$ cat src/rtl/cfg_loader_pkg.sv
package cfg_loader_pkg;
   typedef enum logic [3:0] {
      ST_IDLE,
      ST_PROG,
      ST_WAIT_INIT,
      ST_FETCH,
      ST_SHIFT,
      ST_TRAIL,
      ST_DWAIT,
      ST_FIN,
      ST_ERR
   } ld_state_e;
endpackage

$ cat src/rtl/cfg_sync.sv
module cfg_sync #(
   parameter int STAGES = 2,
   parameter int W      = 1
) (
   input  logic         clk,
   input  logic         rst_n,
   input  logic [W-1:0] d_i,
   output logic [W-1:0] q_o
);
   logic [STAGES-1:0][W-1:0] stg_q;

   always_ff @(posedge clk or negedge rst_n) begin
      if (!rst_n) stg_q <= '0;
      else        stg_q <= {stg_q[STAGES-2:0], d_i};
   end

   assign q_o = stg_q[STAGES-1];
endmodule

$ cat src/rtl/cfg_phase_gen.sv
module cfg_phase_gen #(
   parameter int HALF = 2
) (
   input  logic clk,
   input  logic rst_n,
   input  logic run_i,
   output logic cclk_o,
   output logic bit_end_o
);
   localparam int PERIOD = 2 * HALF;
   localparam int PH_W   = $clog2(PERIOD);

   logic [PH_W-1:0] ph_q;

   assign bit_end_o = run_i && (ph_q == PH_W'(PERIOD - 1));
   assign cclk_o    = run_i && (ph_q >= PH_W'(HALF));

   always_ff @(posedge clk or negedge rst_n) begin
      if (!rst_n)                  ph_q <= '0;
      else if (!run_i || bit_end_o) ph_q <= '0;
      else                         ph_q <= ph_q + PH_W'(1);
   end
endmodule

$ cat src/rtl/cfg_wait_timer.sv
module cfg_wait_timer #(
   parameter int CNT_W = 8
) (
   input  logic             clk,
   input  logic             rst_n,
   input  logic             clr_i,
   input  logic             en_i,
   input  logic [CNT_W-1:0] limit_i,
   output logic             hit_o
);
   logic [CNT_W-1:0] cnt_q;

   assign hit_o = en_i && (cnt_q == (limit_i - CNT_W'(1)));

   always_ff @(posedge clk or negedge rst_n) begin
      if (!rst_n)     cnt_q <= '0;
      else if (clr_i) cnt_q <= '0;
      else if (en_i)  cnt_q <= cnt_q + CNT_W'(1);
   end
endmodule

$ cat src/rtl/cfg_serial_loader.sv
module cfg_serial_loader
   import cfg_loader_pkg::*;
#(
   parameter int DIV_HALF    = 2,
   parameter int PROG_CYC    = 8,
   parameter int INIT_TMO    = 1000,
   parameter int DONE_TMO    = 64,
   parameter int LEN_W       = 24,
   parameter int TRL_W       = 8,
   parameter int SYNC_STAGES = 2,
   parameter bit MSB_FIRST   = 1'b1
) (
   input  logic             clk,
   input  logic             rst_n,
   input  logic             start_i,
   input  logic             len_mode_i,
   input  logic [LEN_W-1:0] len_bits_i,
   input  logic [TRL_W-1:0] trail_clks_i,
   input  logic [7:0]       byte_data_i,
   input  logic             byte_last_i,
   input  logic             byte_valid_i,
   output logic             byte_ready_o,
   output logic             prog_low_o,
   input  logic             init_i,
   input  logic             done_i,
   output logic             cclk_o,
   output logic             dout_o,
   output logic             busy_o,
   output logic             done_o,
   output logic             err_o
);
   localparam int BYTE_W  = 8;
   localparam int BIDX_W  = $clog2(BYTE_W);
   localparam int MAX_PI  = (PROG_CYC > INIT_TMO) ? PROG_CYC : INIT_TMO;
   localparam int TMR_MAX = (MAX_PI > DONE_TMO) ? MAX_PI : DONE_TMO;
   localparam int TMR_W   = $clog2(TMR_MAX + 1);
   localparam logic [TMR_W-1:0] LIM_PROG = TMR_W'(PROG_CYC);
   localparam logic [TMR_W-1:0] LIM_INIT = TMR_W'(INIT_TMO);
   localparam logic [TMR_W-1:0] LIM_DONE = TMR_W'(DONE_TMO);

   // elaboration-time parameter checks
   if (DIV_HALF < 1)    begin : g_bad_div   $error("DIV_HALF must be at least 1"); end
   if (PROG_CYC < 1)    begin : g_bad_prog  $error("PROG_CYC must be at least 1"); end
   if (INIT_TMO < 1)    begin : g_bad_init  $error("INIT_TMO must be at least 1"); end
   if (DONE_TMO < 1)    begin : g_bad_done  $error("DONE_TMO must be at least 1"); end
   if (SYNC_STAGES < 2) begin : g_bad_sync  $error("SYNC_STAGES must be at least 2"); end
   if (LEN_W < 1 || TRL_W < 1) begin : g_bad_w $error("counter widths must be positive"); end

   ld_state_e          st_q, st_d;
   logic               mode_q, last_q;
   logic [LEN_W-1:0]   len_q, sent_q;
   logic [TRL_W-1:0]   trail_q;
   logic [BYTE_W-1:0]  sr_q, sr_next;
   logic [BIDX_W-1:0]  bidx_q;
   logic               ser_bit;
   logic [1:0]         line_s;
   logic               init_s, done_s;
   logic               run, bit_end, tmr_en, tmr_hit, tmr_clr;
   logic [TMR_W-1:0]   tmr_lim;
   logic               accept, byte_end, data_end, can_start;

   cfg_sync #(.STAGES(SYNC_STAGES), .W(2)) u_sync (
      .clk   (clk),
      .rst_n (rst_n),
      .d_i   ({done_i, init_i}),
      .q_o   (line_s)
   );
   assign init_s = line_s[0];
   assign done_s = line_s[1];

   assign run = (st_q == ST_SHIFT) || (st_q == ST_TRAIL);

   cfg_phase_gen #(.HALF(DIV_HALF)) u_phase (
      .clk       (clk),
      .rst_n     (rst_n),
      .run_i     (run),
      .cclk_o    (cclk_o),
      .bit_end_o (bit_end)
   );

   assign tmr_en  = (st_q == ST_PROG) || (st_q == ST_WAIT_INIT) || (st_q == ST_DWAIT);
   assign tmr_lim = (st_q == ST_PROG) ? LIM_PROG :
                    (st_q == ST_WAIT_INIT) ? LIM_INIT : LIM_DONE;
   assign tmr_clr = (st_q != st_d);

   cfg_wait_timer #(.CNT_W(TMR_W)) u_timer (
      .clk     (clk),
      .rst_n   (rst_n),
      .clr_i   (tmr_clr),
      .en_i    (tmr_en),
      .limit_i (tmr_lim),
      .hit_o   (tmr_hit)
   );

   // bit-order variant
   if (MSB_FIRST) begin : g_msb
      assign ser_bit = sr_q[BYTE_W-1];
      assign sr_next = {sr_q[BYTE_W-2:0], 1'b0};
   end else begin : g_lsb
      assign ser_bit = sr_q[0];
      assign sr_next = {1'b0, sr_q[BYTE_W-1:1]};
   end

   assign can_start = (st_q == ST_IDLE) || (st_q == ST_FIN) || (st_q == ST_ERR);
   assign accept    = (st_q == ST_FETCH) && byte_valid_i;
   assign byte_end  = (bidx_q == BIDX_W'(BYTE_W - 1));
   assign data_end  = mode_q ? ((sent_q + LEN_W'(1)) == len_q) : (byte_end && last_q);

   always_comb begin
      st_d = st_q;
      unique case (st_q)
         ST_IDLE, ST_FIN, ST_ERR: if (start_i) st_d = ST_PROG;
         ST_PROG:      if (tmr_hit) st_d = ST_WAIT_INIT;
         ST_WAIT_INIT: if (init_s) st_d = ST_FETCH;
                       else if (tmr_hit) st_d = ST_ERR;
         ST_FETCH:     if (byte_valid_i) st_d = ST_SHIFT;
         ST_SHIFT:     if (bit_end) begin
                          if (data_end)      st_d = (trail_q == '0) ? ST_DWAIT : ST_TRAIL;
                          else if (byte_end) st_d = ST_FETCH;
                       end
         ST_TRAIL:     if (bit_end && trail_q == TRL_W'(1)) st_d = ST_DWAIT;
         ST_DWAIT:     if (done_s) st_d = ST_FIN;
                       else if (tmr_hit) st_d = ST_ERR;
         default:      st_d = ST_IDLE;
      endcase
   end

   always_ff @(posedge clk or negedge rst_n) begin
      if (!rst_n) begin
         st_q    <= ST_IDLE;
         mode_q  <= 1'b0;
         last_q  <= 1'b0;
         len_q   <= '0;
         sent_q  <= '0;
         trail_q <= '0;
         sr_q    <= '0;
         bidx_q  <= '0;
      end else begin
         st_q <= st_d;
         if (can_start && start_i) begin
            mode_q  <= len_mode_i;
            len_q   <= len_bits_i;
            trail_q <= trail_clks_i;
            sent_q  <= '0;
         end
         if (accept) begin
            sr_q   <= byte_data_i;
            last_q <= byte_last_i;
            bidx_q <= '0;
         end
         if (st_q == ST_SHIFT && bit_end) begin
            sr_q   <= sr_next;
            bidx_q <= bidx_q + BIDX_W'(1);
            sent_q <= sent_q + LEN_W'(1);
         end
         if (st_q == ST_TRAIL && bit_end) trail_q <= trail_q - TRL_W'(1);
      end
   end

   assign byte_ready_o = (st_q == ST_FETCH);
   assign prog_low_o   = (st_q == ST_PROG);
   assign dout_o       = (st_q == ST_SHIFT) ? ser_bit : 1'b1;
   assign busy_o       = !can_start;
   assign done_o       = (st_q == ST_FIN);
   assign err_o        = (st_q == ST_ERR);
endmodule

$ cat config.mk
export PLATFORM = sky130hd
export DESIGN_NAME = cfg_serial_loader
export DESIGN_NICKNAME = d
export VERILOG_FILES = /design/src/rtl/cfg_loader_pkg.sv /design/src/rtl/cfg_sync.sv /design/src/rtl/cfg_phase_gen.sv /design/src/rtl/cfg_wait_timer.sv /design/src/rtl/cfg_serial_loader.sv
export SDC_FILE = /design/constraint.sdc
export NUM_CORES = 1
export LEC_CHECK = 0
export ABC_AREA = 1
export CORE_MARGIN = 2
export CORE_UTILIZATION = 60
export CTS_BUF_LIST = sky130_fd_sc_hd__clkbuf_2
export CTS_CLUSTER_DIAMETER = 40
export DETAILED_ROUTE_END_ITERATION = 10
export MAX_ROUTING_LAYER = met4
export PLACE_DENSITY_LB_ADDON = 0.15
export SETUP_SLACK_MARGIN = 0.05
export SLEW_MARGIN = 10
export SYNTH_ARGS = -nofsm -noshare
export SYNTH_HDL_FRONTEND = slang
export SYNTH_SLANG_ARGS = --single-unit
$ cat constraint.sdc
create_clock -name clk -period 4.8 [get_ports clk]
set_clock_uncertainty 0.2 [all_clocks]
set_input_delay 0.96 -clock clk [delete_from_list [all_inputs] [get_ports clk]]
set_output_delay 0.96 -clock clk [all_outputs]
set_load 0.01 [all_outputs]
# ---- Yosys cells after proc, flatten, opt, wreduce, memory -nomap -nowiden
# Cells that the tools add are included.
dict set report classes {
  addsub 6
  magnitude_cmp 1
  n_eq_ne 14
  muxes 27
  n_reduce_logical 24
}
# operator count
set op_table {}
lappend op_table {{24-bit two-way mux} 2}
lappend op_table {{10-bit two-way mux} 4}
lappend op_table {{4-bit two-way mux} 10}
lappend op_table {{8-bit two-way mux} 4}
lappend op_table {{4-bit one-hot mux with 7 select lines} 1}
lappend op_table {{24-bit by 1-bit adder with 24-bit output (second input constant)} 1}
lappend op_table {{24-bit equality test} 1}
lappend op_table {{4-bit by 3-bit equality test with 1-bit output (second input constant)} 4}
lappend op_table {{10-bit by 1-bit adder with 10-bit output (second input constant)} 1}
lappend op_table {{10-bit equality test} 1}
lappend op_table {{10-bit by 1-bit subtractor with 10-bit output (second input constant)} 1}
lappend op_table {{1-bit logical AND} 9}
lappend op_table {{4-bit by 2-bit equality test with 1-bit output (second input constant)} 2}
lappend op_table {{8-bit by 1-bit equality test with 1-bit output (second input constant)} 1}
lappend op_table {{8-bit logical NOT} 1}
lappend op_table {{2-bit nonzero test} 4}
lappend op_table {{8-bit by 1-bit subtractor with 8-bit output (second input constant)} 1}
lappend op_table {{1-bit logical OR} 6}
lappend op_table {{3-bit two-way mux} 2}
lappend op_table {{4-bit by 1-bit equality test with 1-bit output (second input constant)} 1}
lappend op_table {{4-bit equality test (second input constant)} 1}
lappend op_table {{4-bit logical NOT} 1}
lappend op_table {{2-bit two-way mux} 2}
lappend op_table {{4-bit != test} 1}
lappend op_table {{8 further kinds} 10}
dict set report totals {
  reg_bits 89
  in_bits 48
  out_inout_bits 7
  wordCells 84
}

# ---- Logic depth before layout (Yosys ltp)
dict set report depth {
  ltp_word 11
  depth_mapped 23
  mapped_depth_nobuf 23
}

# ---- Hierarchy
# A second synthesis with hierarchy kept.
dict set report hier_totals {
  hier_cells 822
  hier_area_um2 5716.7
}
# mod instances cells_each area_each_um2 seq_area_each_um2
set modules_own_cells {}
lappend modules_own_cells {cfg_serial_loader 1 654 4599.4 1826.8}
lappend modules_own_cells {cfg_wait_timer 1 150 905.9 250.2}
lappend modules_own_cells {cfg_sync 1 6 115.1 100.1}
lappend modules_own_cells {cfg_phase_gen 1 12 96.3 50.0}

# ---- Least setup slack after synthesis
# No wires, ideal clock.
dict set report synth_path {
  kind {register to register}
  from {register sent_q[0]}
  to {register u_timer.cnt_q[7]}
  setup_ns 0.126
  arrival_ns 2.262
  required_time_ns 4.474
  path_slack_ns 2.212
  path_stages_with_launch 21
  n_path_buf 0
  period_less_slack_ns 2.588
  cell_sequence {dfrtp_1 -> ha_1 -> nand2_2 -> nor2_4 -> nand2_2 -> nor2_2 -> nand3_1 -> nand3_1 -> nand2_1 -> nor2_1 -> nand2_1 -> nor2_1 -> nand2_1 -> nand2_1 -> nand2_1 -> nand2_1 -> nand2_1 -> a21oi_1 -> nor2_2 -> nand2_2 -> nor2_1}
}
dict set report synth_between {
  elab_chain_len 8
  elab_cells_between_ends 9
  classes_between {1 x add/sub; 2 x eq/ne; 5 x mux; 1 x reduce/logical}
}
# element line
set synth_rtl {}
lappend synth_rtl {{start, declared} cfg_serial_loader.sv:51} ;# logic [LEN_W-1:0] len_q, sent_q;
lappend synth_rtl {{start signal, assigned} cfg_serial_loader.sv:154} ;# sent_q <= sent_q + LEN_W'(1);
lappend synth_rtl {{24-bit by 1-bit adder with 24-bit output *} cfg_serial_loader.sv:107} ;# assign data_end = mode_q ? ((sent_q + LEN_W'(1)) == len_q) : (byte_end && last_q);
lappend synth_rtl {{24-bit equality test *} cfg_serial_loader.sv:107}
lappend synth_rtl {{1-bit two-way mux *} cfg_serial_loader.sv:107}
lappend synth_rtl {{4-bit two-way mux *} cfg_serial_loader.sv:118} ;# if (data_end) st_d = (trail_q == '0) ? ST_DWAIT : ST_TRAIL;
lappend synth_rtl {{4-bit two-way mux *} cfg_serial_loader.sv:117} ;# ST_SHIFT: if (bit_end) begin
lappend synth_rtl {{4-bit one-hot mux with 7 select lines *} cfg_serial_loader.sv:111} ;# unique case (st_q)
lappend synth_rtl {{4-bit != test *} cfg_serial_loader.sv:84} ;# assign tmr_clr = (st_q != st_d);
lappend synth_rtl {{10-bit two-way mux or 2-bit nonzero test (tied branches)} n/a}
lappend synth_rtl {{end signal, assigned} cfg_wait_timer.sv:18} ;# else if (en_i) cnt_q <= cnt_q + CNT_W'(1);
lappend synth_rtl {{end, declared} cfg_wait_timer.sv:11} ;# logic [CNT_W-1:0] cnt_q;
# Every way passes the cells marked *; elsewhere a longest branch is shown, timed or not.
# A chain may end at the register's enable or synchronous reset.

# ---- Final worst setup path
dict set report layout_path {
  from {register st_q[3]}
  to {output byte_ready_o}
}
dict set report layout_between {
  elab_chain_len 1
}
# element line
set layout_rtl {}
lappend layout_rtl {{start, declared} cfg_serial_loader.sv:49} ;# ld_state_e st_q, st_d;
lappend layout_rtl {{start signal, assigned} cfg_serial_loader.sv:139} ;# st_q <= st_d;
lappend layout_rtl {{4-bit by 2-bit equality test with 1-bit output} cfg_serial_loader.sv:160} ;# assign byte_ready_o = (st_q == ST_FETCH);
lappend layout_rtl {{end, declared} cfg_serial_loader.sv:22} ;# output logic byte_ready_o,
# No other way between the ends.

==> impl_metrics.py <==
metrics = {
    "floorplanning": {
        "start_util": 0.6236,
        "core_area_um2": 8763,
        "ios": 55,
        "num_rows": 34,
        "die_w_um": 99.44,
        "fp.dieArea_um2": 9888,
        "die_h_um": 99.44,
    },
    "drt": {
        "drtIter0Drc": 327,
        "wl_per_cell_um": 14.35,
        "wirelength_mm": 13.64,
        "vias": 5439,
        "antenna_left": 0,
        "drc_errors": 0,
        "via_per_inst": 5.725,
        "first_pass_iters": 5,
    },
    "synth": {
        "synth_enable_flop_cells": 0,
        "syn_nets": 838,
        "postSynthAreaPerCell_um2": 6.989,
        "netlist_instances": 782,
        "synth_cell_types": 42,
        "ys_seq_elements": 89,
        "synth_top_flop_cell": "dfrtp_1",
        "syn_area_um2": 5465,
        "yosysWarnings": 0,
        "ys_seq_area_frac": 0.4075,
        "async_flop_share": 1.000,
    },
    "placement": {
        "portBuffers": 54,
        "dpl_cell_area_um2": 6118,
        "pre_cts_slack_ns": 1.518,
        "hpwl_mm": 10.21,
        "place_congestion": 1.049,
    },
    "grt": {
        "grt_pass1_vias": 5550,
        "antenna_found_initial": 0,
        "gr-total-overflow": 0,
        "grt_first_pass_wirelength_mm": 24.11,
        "grt_start_max_net_pins": 63,
        "grt_usage": 0.3087,
    },
    "cells_and_area": {
        "num_antenna_cells": 0,
        "final_cell_mix": "241 x nand2_1, 105 x inv_1, 95 x nand3_1",
        "regArea_um2": 2227,
        "num-nets-final": 893,
        "final_common_cell": "nand2_1",
        "area.growth.synth_to_final_pct": 14.10,
        "n_fill_cell": 753,
        "multi_input_area_um2": 2798,
        "post-route-util": 0.7116,
        "final_area_um2": 6236,
        "drive_gt1_frac": 0.05463,
    },
    "setup_path": {
        "crit_path_end_kind": "output port",
        "crit_fanout": 10,
        "critPathTopFamily": "buffers and inverters",
        "cp_cell_sequence": "inv_1 > nand2_1 > nor2_1 > clkdlybuf4s50_1",
        "cpPeakStageDelay_ns": 0.66,
        "cp_data_arrival_time_ns": 2.47,
        "path_buf_inv": 2,
        "worst_ep_required_time_ns": 3.64,
        "start_kind": "register",
        "cpMaxStageDelayCell": "clkdlybuf4s50_1",
        "crit_type": "reg2out",
    },
    "status": {
        "status": "finished, final reports clean",
    },
    "timing": {
        "setup_tns_ns": 0,
        "rsz0062_at_grt": "no",
        "fmax_ghz": 0.2751,
        "finalCriticalPeriod_ns": 3.635,
        "worstMarginPinSlew_ns": 0.9659,
        "fin_crit_sh": 0.7572,
        "final-hold-violation-count": 0,
        "max_slew_margin": 0.3545,
        "setup_viol": 0,
        "postLayoutSetupSlackWorst_ns": 1.165,
        "slew_viol_final": 0,
    },
    "clocking": {
        "cts_max_level": 3,
        "clock_sinks": 89,
        "cts-resized-gates": 0,
        "cts_buffer_depth": 2,
        "insertion_delay_ns": 0.58,
        "cts_root_buf": "clkbuf_2",
        "cts_tree": "yes",
        "cts_setup_buffers": 0,
        "cts_made_buffers": 9,
        "ctsHoldBuffers": 0,
        "clk_pin_slew_worst_paths_ns": 0.26,
    },
    "power": {
        "internal-power_uw": 1416,
        "leakagePower_uw": 0.002992,
        "power_frac_comb": 0.390,
        "pwr-share-seq": 0.446,
        "peakVddDrop_v": 0.0002395,
        "p_sw_uw": 1003,
        "p_sw_frac": 0.4146,
        "power_density_nw_per_um2": 387.9,
        "finalPower_uw": 2419,
        "p_clk_frac": 0.164,
    },
    "job": {
        "drv_cap": 0,
    },
    "hold_path": {
        "min_path_type": "reg2reg",
    },
}
worst paths after layout:
kind / startpoint / to / slack (ns) / cells after the start
max in group asynchronous: rst_n / sent_q[22] / 3.28 / 2
max: st_q[3] / byte_ready_o / 1.17 / 4
min reg2reg: u_sync.stg_q[1] / u_sync.q_o[1] / 0.18 / 0
min in group asynchronous: rst_n / sent_q[10] / 0.21 / 1
max reg2reg: st_q[3] / sent_q[6] / 1.44 / 10
min: u_sync.stg_q[1] / u_sync.q_o[1] / 0.18 / 0
metal layers:
| layer | global-route usage | part of all wire | up-vias |
|---|---|---|---|
| li1 | - | - | 2651 |
| met1 | 0.3587 | 0.41 | 2555 |
| met2 | 0.5400 | 0.51 | 191 |
| met3 | 0.04849 | 0.053 | 42 |
| met4 | 0.1159 | 0.027 | 0 |
| met5 | - | 0 | - |
synth_stat cells (3+ instances only):
master | number | share of area
nand4_1 | 12 | 0.014
nand2_2 | 7 | 0.0080
a21oi_1 | 8 | 0.0073
nor2_4 | 4 | 0.0082
nor2_1 | 80 | 0.055
a211oi_1 | 3 | 0.0041
o221ai_1 | 8 | 0.013
inv_1 | 105 | 0.072
dfrtp_1 | 89 | 0.41
o211ai_1 | 4 | 0.0055
ha_1 | 8 | 0.018
nor3_1 | 6 | 0.0055
nand3_1 | 95 | 0.087
o21ai_0 | 44 | 0.040
o22ai_1 | 15 | 0.017
clkbuf_1 | 10 | 0.0069
nand3b_1 | 5 | 0.0069
nor2_2 | 4 | 0.0046
xor2_1 | 7 | 0.011
nand2_1 | 241 | 0.17
kinds of logic after synthesis:
family | after synthesis | synth area share
AND/OR/NAND/NOR | 463 | 0.3690
buffers and inverters | 119 | 0.08196
AO/OA/AOI/OAI | 92 | 0.1023
flip-flops | 89 | 0.4075
XOR/XNOR | 9 | 0.01694
adder cells (fa/ha/maj) | 8 | 0.01832
multiplexers | 2 | 0.003892
metrics by stage:
step	hold slack [ns]	instances
6_report	0.1850	950
5_1_grt	0.2086	950
4_1_cts	0.1881	950
3_3_place_gp	0.1353	934
2_1_floorplan	0.1312	782
3_5_place_dp	0.1405	934
flip-flops by register name, indices dropped and copies added, names as in the netlist:
register,flops
bidx_q,3
sr_q,8
sent_q,24
u_timer.cnt_q,10
u_sync.q_o,2
u_sync.stg_q,2
last_q,1
trail_q,8
mode_q,1
len_q,24
st_q,4
u_phase.ph_q,2
power groups by stage:
stage                     combinational, uW  clock (uW)  sequential (uW)
final                                   944         398             1080
after floorplan                         694           0             1040
after global routing                   1090         438             1100
after detailed placement                940           0             1090
after global placement                  903           0             1080
after CTS                               944         407             1070
area by class of cell:
class,count,share of cell area
Multi-Input combinational cell,574,0.4486
Sequential cell,89,0.3571
Timing Repair Buffer,57,0.08989
Inverter,106,0.06380
Tap cell,108,0.02167
Clock inverter,5,0.01003
Clock buffer,11,0.008828
(Power assumes the default switching activity.)
